==> config.mk <==
export PLATFORM = sky130hd
export DESIGN_NAME = nested_evt_ctl
export DESIGN_NICKNAME = d
export VERILOG_FILES = /design/src/rtl/nested_evt_pkg.sv /design/src/rtl/evc_first_set.sv /design/src/rtl/evc_latch.sv /design/src/rtl/evc_pend.sv /design/src/rtl/nested_evt_ctl.sv
export SDC_FILE = /design/constraint.sdc
export NUM_CORES = 1
export LEC_CHECK = 0
export ABC_AREA = 0
export BUFFER_PORTS_ARGS = -buffer_cell sky130_fd_sc_hd__clkbuf_2
export CAP_MARGIN = 40
export CORE_AREA = 2 2 278 280
export DETAILED_ROUTE_END_ITERATION = 12
export DIE_AREA = 0 0 280 282
export GPL_TIMING_DRIVEN = 1
export PLACE_DENSITY = 0.3
export RECOVER_POWER = 100
export SLEW_MARGIN = 25
export SYNTH_ARGS = -nofsm -noshare
export SYNTH_HDL_FRONTEND = slang
export SYNTH_HIERARCHICAL = 1
export SYNTH_SLANG_ARGS = --single-unit
==> constraint.sdc <==
create_clock -name clk -period 10.9 [get_ports clk]
set_clock_uncertainty 0.15 [all_clocks]
set_input_delay 2.18 -clock clk [delete_from_list [all_inputs] [get_ports clk]]
set_output_delay 2.18 -clock clk [all_outputs]
set_load 0.005 [all_outputs]
==> src/rtl/nested_evt_pkg.sv <==
package nested_evt_pkg;
   localparam int LV_EMU  = 0;
   localparam int LV_NMI  = 1;
   localparam int LV_EXC  = 2;
   localparam int LV_GDIS = 4;

   typedef enum logic [1:0] {
      FL_NONE     = 2'd0,
      FL_ALL      = 2'd1,
      FL_YOUNGER  = 2'd2,
      FL_FROM_EXC = 2'd3
   } flush_e;

   typedef enum logic [1:0] {
      MD_USER = 2'd0,
      MD_SUPV = 2'd1,
      MD_EMU  = 2'd2
   } mode_e;

   localparam logic [3:0] RW_INT = 4'b0001;
   localparam logic [3:0] RW_EXC = 4'b0010;
   localparam logic [3:0] RW_NMI = 4'b0100;
   localparam logic [3:0] RW_EMU = 4'b1000;
endpackage

==> src/rtl/evc_first_set.sv <==
module evc_first_set #(
   parameter int W  = 16,
   parameter int IW = (W > 1) ? $clog2(W) : 1
) (
   input  logic [W-1:0]  vec_i,
   output logic          found_o,
   output logic [IW-1:0] idx_o
);
   always_comb begin
      found_o = |vec_i;
      idx_o   = '0;
      for (int i = W - 1; i >= 0; i--) begin
         if (vec_i[i]) idx_o = IW'(i);
      end
   end
endmodule

==> src/rtl/evc_latch.sv <==
module evc_latch
   import nested_evt_pkg::*;
#(
   parameter int NLEV = 16
) (
   input  logic            clk,
   input  logic            rst_n,
   input  logic [NLEV-1:0] req_i,
   input  logic [NLEV-1:0] clr_i,
   input  logic [NLEV-1:0] take_i,
   input  logic            exc_err_i,
   output logic [NLEV-1:0] ilat_o,
   output logic            exc_err_o
);
   localparam logic [NLEV-1:0] NO_LATCH = NLEV'(1) << LV_GDIS;

   logic [NLEV-1:0] req_q, ilat_q, rise;

   assign rise = req_i & ~req_q & ~NO_LATCH;

   always_ff @(posedge clk or negedge rst_n) begin
      if (!rst_n) begin
         req_q     <= '0;
         ilat_q    <= '0;
         exc_err_o <= 1'b0;
      end else begin
         req_q  <= req_i;
         ilat_q <= (ilat_q & ~clr_i & ~take_i) | rise;
         if (rise[LV_EXC]) exc_err_o <= exc_err_i;
      end
   end

   assign ilat_o = ilat_q;

   // a latched bit only appears after a rising request edge
   assert_set_by_edge_R1: assert property (@(posedge clk) disable iff (!rst_n)
      ((ilat_q & ~$past(ilat_q)) & ~$past(req_i & ~req_q & ~NO_LATCH)) == '0);
endmodule

==> src/rtl/evc_pend.sv <==
module evc_pend
   import nested_evt_pkg::*;
#(
   parameter int NLEV = 16,
   parameter int IW   = $clog2(NLEV)
) (
   input  logic            clk,
   input  logic            rst_n,
   input  logic            acc_i,
   input  logic [IW-1:0]   acc_lvl_i,
   input  logic            acc_int_i,
   input  logic            rti_i,
   input  logic            gdis_clr_i,
   output logic [NLEV-1:0] ipend_o
);
   localparam logic [NLEV-1:0] GDIS_BIT = NLEV'(1) << LV_GDIS;

   logic [NLEV-1:0] ipend_q, ipend_n;
   logic            ret_found;
   logic [IW-1:0]   ret_idx;

   evc_first_set #(.W(NLEV), .IW(IW)) u_ret_sel (
      .vec_i   (ipend_q & ~GDIS_BIT),
      .found_o (ret_found),
      .idx_o   (ret_idx)
   );

   always_comb begin
      ipend_n = ipend_q;
      if (rti_i && ret_found) ipend_n = ipend_n & ~(NLEV'(1) << ret_idx);
      if (gdis_clr_i)         ipend_n = ipend_n & ~GDIS_BIT;
      if (acc_i) begin
         ipend_n = ipend_n | (NLEV'(1) << acc_lvl_i);
         if (acc_int_i) ipend_n = ipend_n | GDIS_BIT;
      end
   end

   always_ff @(posedge clk or negedge rst_n) begin
      if (!rst_n) ipend_q <= '0;
      else        ipend_q <= ipend_n;
   end

   assign ipend_o = ipend_q;

   // a return retires exactly one handler
   assert_rti_one_R10: assert property (@(posedge clk) disable iff (!rst_n)
      (rti_i && !acc_i && !gdis_clr_i && ((ipend_q & ~GDIS_BIT) != '0))
      |=> ($countones(ipend_q) == $countones($past(ipend_q)) - 1));
endmodule

==> src/rtl/nested_evt_ctl.sv <==
module nested_evt_ctl
   import nested_evt_pkg::*;
#(
   parameter int NLEV = 16,
   parameter int AW   = 32,
   localparam int IW  = $clog2(NLEV),
   localparam int LW  = $clog2(NLEV + 1)
) (
   input  logic               clk,
   input  logic               rst_n,
   input  logic [NLEV-1:0]    req_i,
   input  logic [NLEV-1:0]    imask_i,
   input  logic [NLEV*AW-1:0] vec_tbl_i,
   input  logic               exc_err_i,
   input  logic [NLEV-1:0]    lat_clr_i,
   input  logic               rti_i,
   input  logic               gdis_clr_i,
   input  logic [AW-1:0]      retaddr_i,
   output logic               fetch_vld_o,
   output logic [AW-1:0]      fetch_addr_o,
   output logic [1:0]         flush_o,
   output logic [3:0]         ret_we_o,
   output logic [AW-1:0]      ret_addr_o,
   output logic [1:0]         mode_o,
   output logic [NLEV-1:0]    ilat_o,
   output logic [NLEV-1:0]    ipend_o,
   output logic [LW-1:0]      cur_lvl_o
);
   if (NLEV < 6 || NLEV > 32) begin : g_bad_nlev
      $error("nested_evt_ctl: NLEV must lie in 6..32");
   end
   if (AW < 2) begin : g_bad_aw
      $error("nested_evt_ctl: AW must be at least 2");
   end

   logic [NLEV-1:0] ilat, ipend, elig, take;
   logic            exc_err_q, pend_found, win_found, acc, acc_int;
   logic [IW-1:0]   pend_idx, win;
   logic [LW-1:0]   cur_lvl;
   flush_e          flush_n;
   logic [3:0]      we_n;

   logic            fetch_vld_q;
   logic [AW-1:0]   fetch_addr_q, ret_addr_q;
   flush_e          flush_q;
   logic [3:0]      we_q;
   logic [IW-1:0]   acc_lvl_q;

   evc_latch #(.NLEV(NLEV)) u_latch (
      .clk       (clk),
      .rst_n     (rst_n),
      .req_i     (req_i),
      .clr_i     (lat_clr_i),
      .take_i    (take),
      .exc_err_i (exc_err_i),
      .ilat_o    (ilat),
      .exc_err_o (exc_err_q)
   );

   evc_first_set #(.W(NLEV), .IW(IW)) u_cur_sel (
      .vec_i   (ipend),
      .found_o (pend_found),
      .idx_o   (pend_idx)
   );

   assign cur_lvl = pend_found ? LW'(pend_idx) : LW'(NLEV);

   for (genvar k = 0; k < NLEV; k++) begin : g_elig
      if (k == LV_EMU || k == LV_NMI) begin : g_unmaskable
         assign elig[k] = ilat[k] & (cur_lvl > LW'(k));
      end else begin : g_maskable
         assign elig[k] = ilat[k] & imask_i[k] & (cur_lvl > LW'(k));
      end
   end

   evc_first_set #(.W(NLEV), .IW(IW)) u_win_sel (
      .vec_i   (elig),
      .found_o (win_found),
      .idx_o   (win)
   );

   assign acc     = win_found & ~rti_i;
   assign take    = acc ? (NLEV'(1) << win) : '0;
   assign acc_int = (win != IW'(LV_EMU)) && (win != IW'(LV_NMI)) && (win != IW'(LV_EXC));

   always_comb begin
      flush_n = FL_ALL;
      we_n    = RW_INT;
      if (win == IW'(LV_EMU)) begin
         we_n = RW_EMU;
      end else if (win == IW'(LV_NMI)) begin
         we_n = RW_NMI;
      end else if (win == IW'(LV_EXC)) begin
         we_n    = RW_EXC;
         flush_n = exc_err_q ? FL_FROM_EXC : FL_YOUNGER;
      end
   end

   evc_pend #(.NLEV(NLEV), .IW(IW)) u_pend (
      .clk        (clk),
      .rst_n      (rst_n),
      .acc_i      (acc),
      .acc_lvl_i  (win),
      .acc_int_i  (acc_int),
      .rti_i      (rti_i),
      .gdis_clr_i (gdis_clr_i),
      .ipend_o    (ipend)
   );

   always_ff @(posedge clk or negedge rst_n) begin
      if (!rst_n) begin
         fetch_vld_q  <= 1'b0;
         fetch_addr_q <= '0;
         flush_q      <= FL_NONE;
         we_q         <= '0;
         ret_addr_q   <= '0;
         acc_lvl_q    <= '0;
      end else begin
         fetch_vld_q <= acc;
         flush_q     <= acc ? flush_n : FL_NONE;
         we_q        <= acc ? we_n : 4'b0000;
         if (acc) begin
            fetch_addr_q <= vec_tbl_i[win*AW +: AW];
            ret_addr_q   <= retaddr_i;
            acc_lvl_q    <= win;
         end
      end
   end

   assign fetch_vld_o  = fetch_vld_q;
   assign fetch_addr_o = fetch_addr_q;
   assign flush_o      = flush_q;
   assign ret_we_o     = we_q;
   assign ret_addr_o   = ret_addr_q;
   assign ilat_o       = ilat;
   assign ipend_o      = ipend;
   assign cur_lvl_o    = cur_lvl;
   assign mode_o       = ipend[LV_EMU] ? MD_EMU : (pend_found ? MD_SUPV : MD_USER);

   // at most one return register written
   assert_one_ret_reg_R6: assert property (@(posedge clk) disable iff (!rst_n)
      $onehot0(ret_we_o));
   // the level just taken is in service
   assert_taken_pending_R8: assert property (@(posedge clk) disable iff (!rst_n)
      fetch_vld_o |-> ipend[acc_lvl_q]);
   // an interrupt raises the global-disable bit
   assert_int_sets_gdis_R8: assert property (@(posedge clk) disable iff (!rst_n)
      (fetch_vld_o && acc_lvl_q > IW'(LV_EXC)) |-> ipend[LV_GDIS]);
   // nothing below the disable level is taken while it is set
   assert_gdis_blocks_R9: assert property (@(posedge clk) disable iff (!rst_n)
      (fetch_vld_o && $past(ipend[LV_GDIS])) |-> (acc_lvl_q < IW'(LV_GDIS)));
   // a taken level outranked the level current at that time
   assert_priority_R3: assert property (@(posedge clk) disable iff (!rst_n)
      fetch_vld_o |-> ($past(cur_lvl) > LW'(acc_lvl_q)));
endmodule

# == Yosys cells after proc, flatten, opt, wreduce, memory -nomap -nowiden ==
# Cells that the tools add are included.
# word_totals
register_bits,120
inputBits,597
output_inout_bits,110
elab_cells,135
# op_classes
n_lt_le_gt_ge,16
n_eq_ne,4
shift,3
mux,53
n_bitwise,42
reduce_logical,8
# ops
op,count
512-bit by 10-bit variable part select with 32-bit output,1
4-bit 2-to-1 mux,38
16-bit bitwise AND,4
16-bit inverter,4
16-bit 2-to-1 mux,3
5-bit by 4-bit > comparator with 1-bit output (second input constant),8
16-bit bitwise OR,2
16-bit OR reduction,2
1-bit by 4-bit << shifter with 16-bit output (first input constant),2
1-bit bitwise AND,31
5-bit by 3-bit > comparator with 1-bit output (second input constant),4
5-bit 2-to-1 mux,3
15-bit OR reduction,1
2-bit 2-to-1 mux,6
5-bit by 1-bit > comparator with 1-bit output (second input constant),2
5-bit by 2-bit > comparator with 1-bit output (second input constant),2
4-bit by 1-bit equality test with 1-bit output (second input constant),1
4-bit by 2-bit equality test with 1-bit output (second input constant),1
4-bit logical NOT,1
4-bit by 1-bit inequality test with 1-bit output (second input constant),1
4-bit by 2-bit inequality test with 1-bit output (second input constant),1
4-bit nonzero test,1
1-bit logical AND,3
3-bit 2-to-1 mux,1
2 further kinds,3

# == Longest topological paths before layout ==
# logic_depth
word_depth,40
depth_mapped,20

# == Cells and area by module ==
# The synthesis kept the hierarchy.
# modules_own_cells
module,instances,cells_per_inst,area_per_inst_um2
nested_evt_ctl,1,595,6744.0
evc_latch,1,79,1077.3
evc_pend,1,68,694.4
evc_first_set,3,34,176.4

# == Worst setup path after synthesis ==
# No wires, ideal clock.
# synth_path
kind,input-to-reg
startpoint,input imask_i[13]
endpoint,register fetch_addr_q[9] (netlist: fetch_addr_o[9])
setup_ns,0.137
t_arrival_ns,4.412
required_time_ns,10.613
setup_slack_ns,6.201
stages,11
n_path_buf,3
cell_sequence,nand2_1 -> a21oi_1 -> a21oi_1 -> o311a_1 -> o22ai_1 -> buf_4 -> buf_6 -> buf_4 -> mux4_2 -> mux2i_1 -> a21oi_1
# synth_via
elab_chain_cells,17
elab_cells_between_ends,19
# synth_rtl
item,line,rtl
from (decl),nested_evt_ctl.sv:12,"input logic [NLEV-1:0] imask_i,"
1-bit bitwise AND (2 in a row),nested_evt_ctl.sv:72,assign elig[k] = ilat[k] & imask_i[k] & (cur_lvl > LW'(k));
named net elig[13],nested_evt_ctl.sv:36,"logic [NLEV-1:0] ilat, ipend, elig, take;"
4-bit 2-to-1 mux (14 in a row),evc_first_set.sv:13,if (vec_i[i]) idx_o = IW'(i);
named net win[0],nested_evt_ctl.sv:38,"logic [IW-1:0] pend_idx, win;"
512-bit by 10-bit variable part select with 32-bit output,nested_evt_ctl.sv:123,fetch_addr_q <= vec_tbl_i[win*AW +: AW];
to (signal assigned),nested_evt_ctl.sv:123,
to (decl),nested_evt_ctl.sv:44,"logic [AW-1:0] fetch_addr_q, ret_addr_q;"
# The timed path passes the listed nets, and every way through them passes these cells.
# A chain may end at the register's enable or synchronous reset.

# == Worst setup path in the final report ==
# layout_path
startpoint,register u_pend.ipend_q[0] (netlist: u_pend/ipend_o[0])
endpoint,register fetch_addr_q[31] (netlist: fetch_addr_o[31])
# layout_via
elab_cells_between_ends,54
# layout_lines
item,line,rtl
from (decl),evc_pend.sv:18,"logic [NLEV-1:0] ipend_q, ipend_n;"
from (signal assigned),evc_pend.sv:40,else ipend_q <= ipend_n;
16-bit OR reduction,evc_first_set.sv:10,found_o = |vec_i;
named net pend_found,nested_evt_ctl.sv:37,"logic exc_err_q, pend_found, win_found, acc, acc_int;"
5-bit 2-to-1 mux,nested_evt_ctl.sv:66,assign cur_lvl = pend_found ? LW'(pend_idx) : LW'(NLEV);
5-bit by 3-bit > comparator with 1-bit output,nested_evt_ctl.sv:72,
1-bit bitwise AND,nested_evt_ctl.sv:72,
named net elig[4],nested_evt_ctl.sv:36,
4-bit 2-to-1 mux (5 in a row),evc_first_set.sv:13,
named net win[3],nested_evt_ctl.sv:38,
512-bit by 10-bit variable part select with 32-bit output,nested_evt_ctl.sv:123,
# The timed path passes the listed nets, and every way through them passes these cells.

==> impl_metrics.json <==
{
  "status": "complete, but fails checks",
  "violations": "capacitance limit, slew limit",
  "pwr-share-comb": 0.745,
  "synth_edf_count": 0,
  "gr-usage-met1": 0.174,
  "htree_levels": 4,
  "p_sw_frac": 0.482,
  "p_leak_nw": 6.28,
  "grt_pass1_vias": 11000,
  "syn_to_final_growth_pct": 56.5,
  "grt_use_met3": 0.0457,
  "clkPwrFrac": 0.114,
  "fp-row-count": 101,
  "root_buffer": "clkbuf_16",
  "cts_buffers": 17,
  "die_w_microns": 280,
  "clockBufferDepth": 2,
  "dp_slack_ps": 4970,
  "drt-initial-drc-count": 425,
  "fin_ws_ps": 3700,
  "drive_gt1_frac": 0.509,
  "drc_errors": 0,
  "cts_setup_buffers": 0,
  "required_ps": 11100,
  "arrival_ps": 7400,
  "fin_crit_sh": 0.661,
  "hpwl_microns": 50000,
  "clkSlewWorstSetupHoldPaths_ps": 60,
  "hold_path.class": "reg -> reg",
  "grt_use_met2": 0.262,
  "busiest_layer": "met2",
  "critPathMaxStageDelay_ps": 1950,
  "fin_nets": 2123,
  "cap_violations": 5,
  "slowest_stage": "clkbuf_1",
  "path_class": "reg -> reg",
  "async_reset_ff_frac": 1.00,
  "dieArea_sq_mm": 0.0790,
  "drt_first_pass_iters": 5,
  "ant_nets": 0,
  "dpl.cell_count": 2483,
  "insertion_delay_ps": 470,
  "p_per_area_mw_per_mm2": 370,
  "grt_pass1_wl_microns": 81900,
  "finalSetupViolations": 0,
  "syn_area_per_cell_sq_um": 10.7,
  "max_slew_margin": -1.10,
  "routabilityCongestion": 0.881,
  "die_h_microns": 282,
  "port_buffers": 703,
  "fmax_mhz": 139,
  "track_usage": 0.148,
  "postCtsHoldBufs": 0,
  "ys.flop_type": "dfrtp_1",
  "worst_pin_slew_ps": 3150,
  "clock-sinks": 118,
  "period_minus_slack_ps": 7200,
  "core_area_sq_mm": 0.0757,
  "final_cell_area_sq_mm": 0.0142,
  "overflow": 0,
  "netlist_instances": 844,
  "synth.distinct_cells": 49,
  "start_util": 0.119,
  "ys_seq_area_frac": 0.326,
  "cts_resized": 0,
  "vias": 10200,
  "path_max_fanout": 37,
  "final_cells": 2523,
  "p_sw_mw": 2.53,
  "utilization": 0.187,
  "ys_seq_elements": 118,
  "worst_setup_path_start_kind": "register",
  "viasPerCell": 4.03,
  "slew_violations": 200,
  "ys_warn_count": 6,
  "cp_top_family": "buffers and inverters",
  "place_area_sq_mm": 0.0137,
  "cts_tree": "built",
  "finalPower_mw": 5.24,
  "antenna_found_initial": 17,
  "wirelength_microns": 60000,
  "rsz0062_at_grt": "false",
  "hold_viol": 0,
  "n_fill_cell": 8523,
  "grt_max_degree": 95,
  "holdWs_ps": 275,
  "pwr-share-seq": 0.141,
  "peakVddDrop_mv": 0.436,
  "end_kind": "register",
  "wl_per_cell_microns": 23.8,
  "io_pins": 707,
  "crit_chain": "nor2_1 -> nand3_1 -> or3_1 -> inv_1 -> or3_1 -> a21oi_1 -> nor2_1 -> nor4_1 -> nand3_1 -> a31oi_4 -> clkbuf_1 -> buf_4 -> nor2b_1 -> a22oi_1 -> a32oi_1 -> nand2_1",
  "crit_buf_inv": 3,
  "setup_tns_ps": 0,
  "netlist_area_sq_mm": 0.00904,
  "p_int_mw": 2.71
}
-- registers in the layout, summed over array words and instances, names as in the netlist --
register,cells
u_pend/ipend_o,16
fetch_addr_o,32
u_latch/ilat_o,16
ret_we_o,4
flush_o,1
u_latch/req_q,15
u_latch/exc_err_o,1
ret_addr_o,32
fetch_vld_o,1
-- layer usage --
| metal | vias up | wire [microns] |
|---|---|---|
| met3 | 57 | 4330 |
| met1 | 5080 | 23800 |
| li1 | 4607 | - |
| met5 | - | 64 |
| met4 | 12 | 808 |
| met2 | 424 | 30900 |
-- worst paths after layout --
check                                                 start                      endpoint  slack [ps]  depth (start not counted)
worst max-delay path            u_pend/ipend_o[0]$_DFF_PN0_  fetch_addr_o[31]$_DFFE_PN0P_        3700                         16
worst min-delay path            u_latch/req_q[10]$_DFF_PN0_  u_latch/ilat_o[10]$_DFF_PN0_         270                          1
worst max register to register  u_pend/ipend_o[0]$_DFF_PN0_  fetch_addr_o[31]$_DFFE_PN0P_        3700                         16
worst min register to register  u_latch/req_q[10]$_DFF_PN0_  u_latch/ilat_o[10]$_DFF_PN0_         270                          1
max in group asynchronous                             rst_n   u_pend/ipend_o[5]$_DFF_PN0_        4990                          2
min in group asynchronous                             rst_n   u_latch/ilat_o[1]$_DFF_PN0_        1920                          1
-- worst reg2reg max path: stages (launching register included) --
cell and delay (ps):
dfrtp_1 560, nor2_1 120, nand3_1 120, or3_1 360, inv_1 230, or3_1 510
a21oi_1 180, nor2_1 90, nor4_1 460, nand3_1 220, a31oi_4 170, clkbuf_1 1950
buf_4 790, nor2b_1 650, a22oi_1 220, a32oi_1 240, nand2_1 90
-- cell usage after synthesis (12+ instances only) --
cell type,n,area (sq um)
a211oi_1,15,113
a21oi_1,31,155
a22oi_1,12,90.1
buf_2,20,100
clkbuf_1,26,97.6
dfrtp_1,118,2950
inv_1,41,154
mux2_2,14,158
mux2i_1,53,531
mux4_2,116,2610
nand2_1,133,499
nand2b_1,12,75.1
nand3_1,13,65.1
nor2_1,56,210
o21ai_0,38,190
o22ai_1,32,200
o32ai_1,14,123
-- cell usage in the layout (no fill, tap or decap), types with 9 or more instances in the layout --
cell type  Yosys  final
o21ai_0       38     41
clkbuf_1      26    113
o32ai_1       14     14
inv_1         41     40
clkbuf_16      0     17
and3_1         9      9
mux4_2       116    116
mux2_2        14     12
nand2_1      133    133
nand2b_1      12     11
buf_4         10     10
o22ai_1       32     31
a21oi_1       31     31
clkbuf_2       0    595
nor2_1        56     55
mux2i_1       53     53
nor3_1        10     10
a211oi_1      15     15
a22oi_1       12     12
dfrtp_1      118    118
nand3_1       13     13
-- kinds of logic after synthesis --
group	Yosys count	share of synthesized area
AND/OR/NAND/NOR	272	0.139
multiplexers	184	0.367
AO/OA/AOI/OAI	166	0.116
flip-flops	118	0.326
buffers and inverters	103	0.0522
other	1	0.000415
-- cell type report --
type / instances / area [sq um] / share of cell area
clock buffers: 18 / 439 / 0.0310
diodes: 6 / 15.0 / 0.00106
repair buffers: 723 / 3560 / 0.252
flip-flops and latches: 118 / 2950 / 0.209
clock inverters: 14 / 150 / 0.0106
well taps: 978 / 1220 / 0.0865
multi-input cells: 625 / 5650 / 0.399
inverters: 41 / 155 / 0.0110
-- power groups by stage --
| stage | clock network [mW] | logic [mW] | registers [mW] |
|---|---|---|---|
| 2_1_floorplan | 0 | 2.73 | 0.732 |
| 3_3_place_gp | 0 | 4.04 | 0.749 |
| 3_5_place_dp | 0 | 4.07 | 0.751 |
| 4_1_cts | 0.634 | 4.08 | 0.744 |
| 5_1_grt | 0.641 | 4.31 | 0.764 |
| 6_report | 0.599 | 3.90 | 0.739 |
Note: power is estimated with default switching activity, not from simulation.
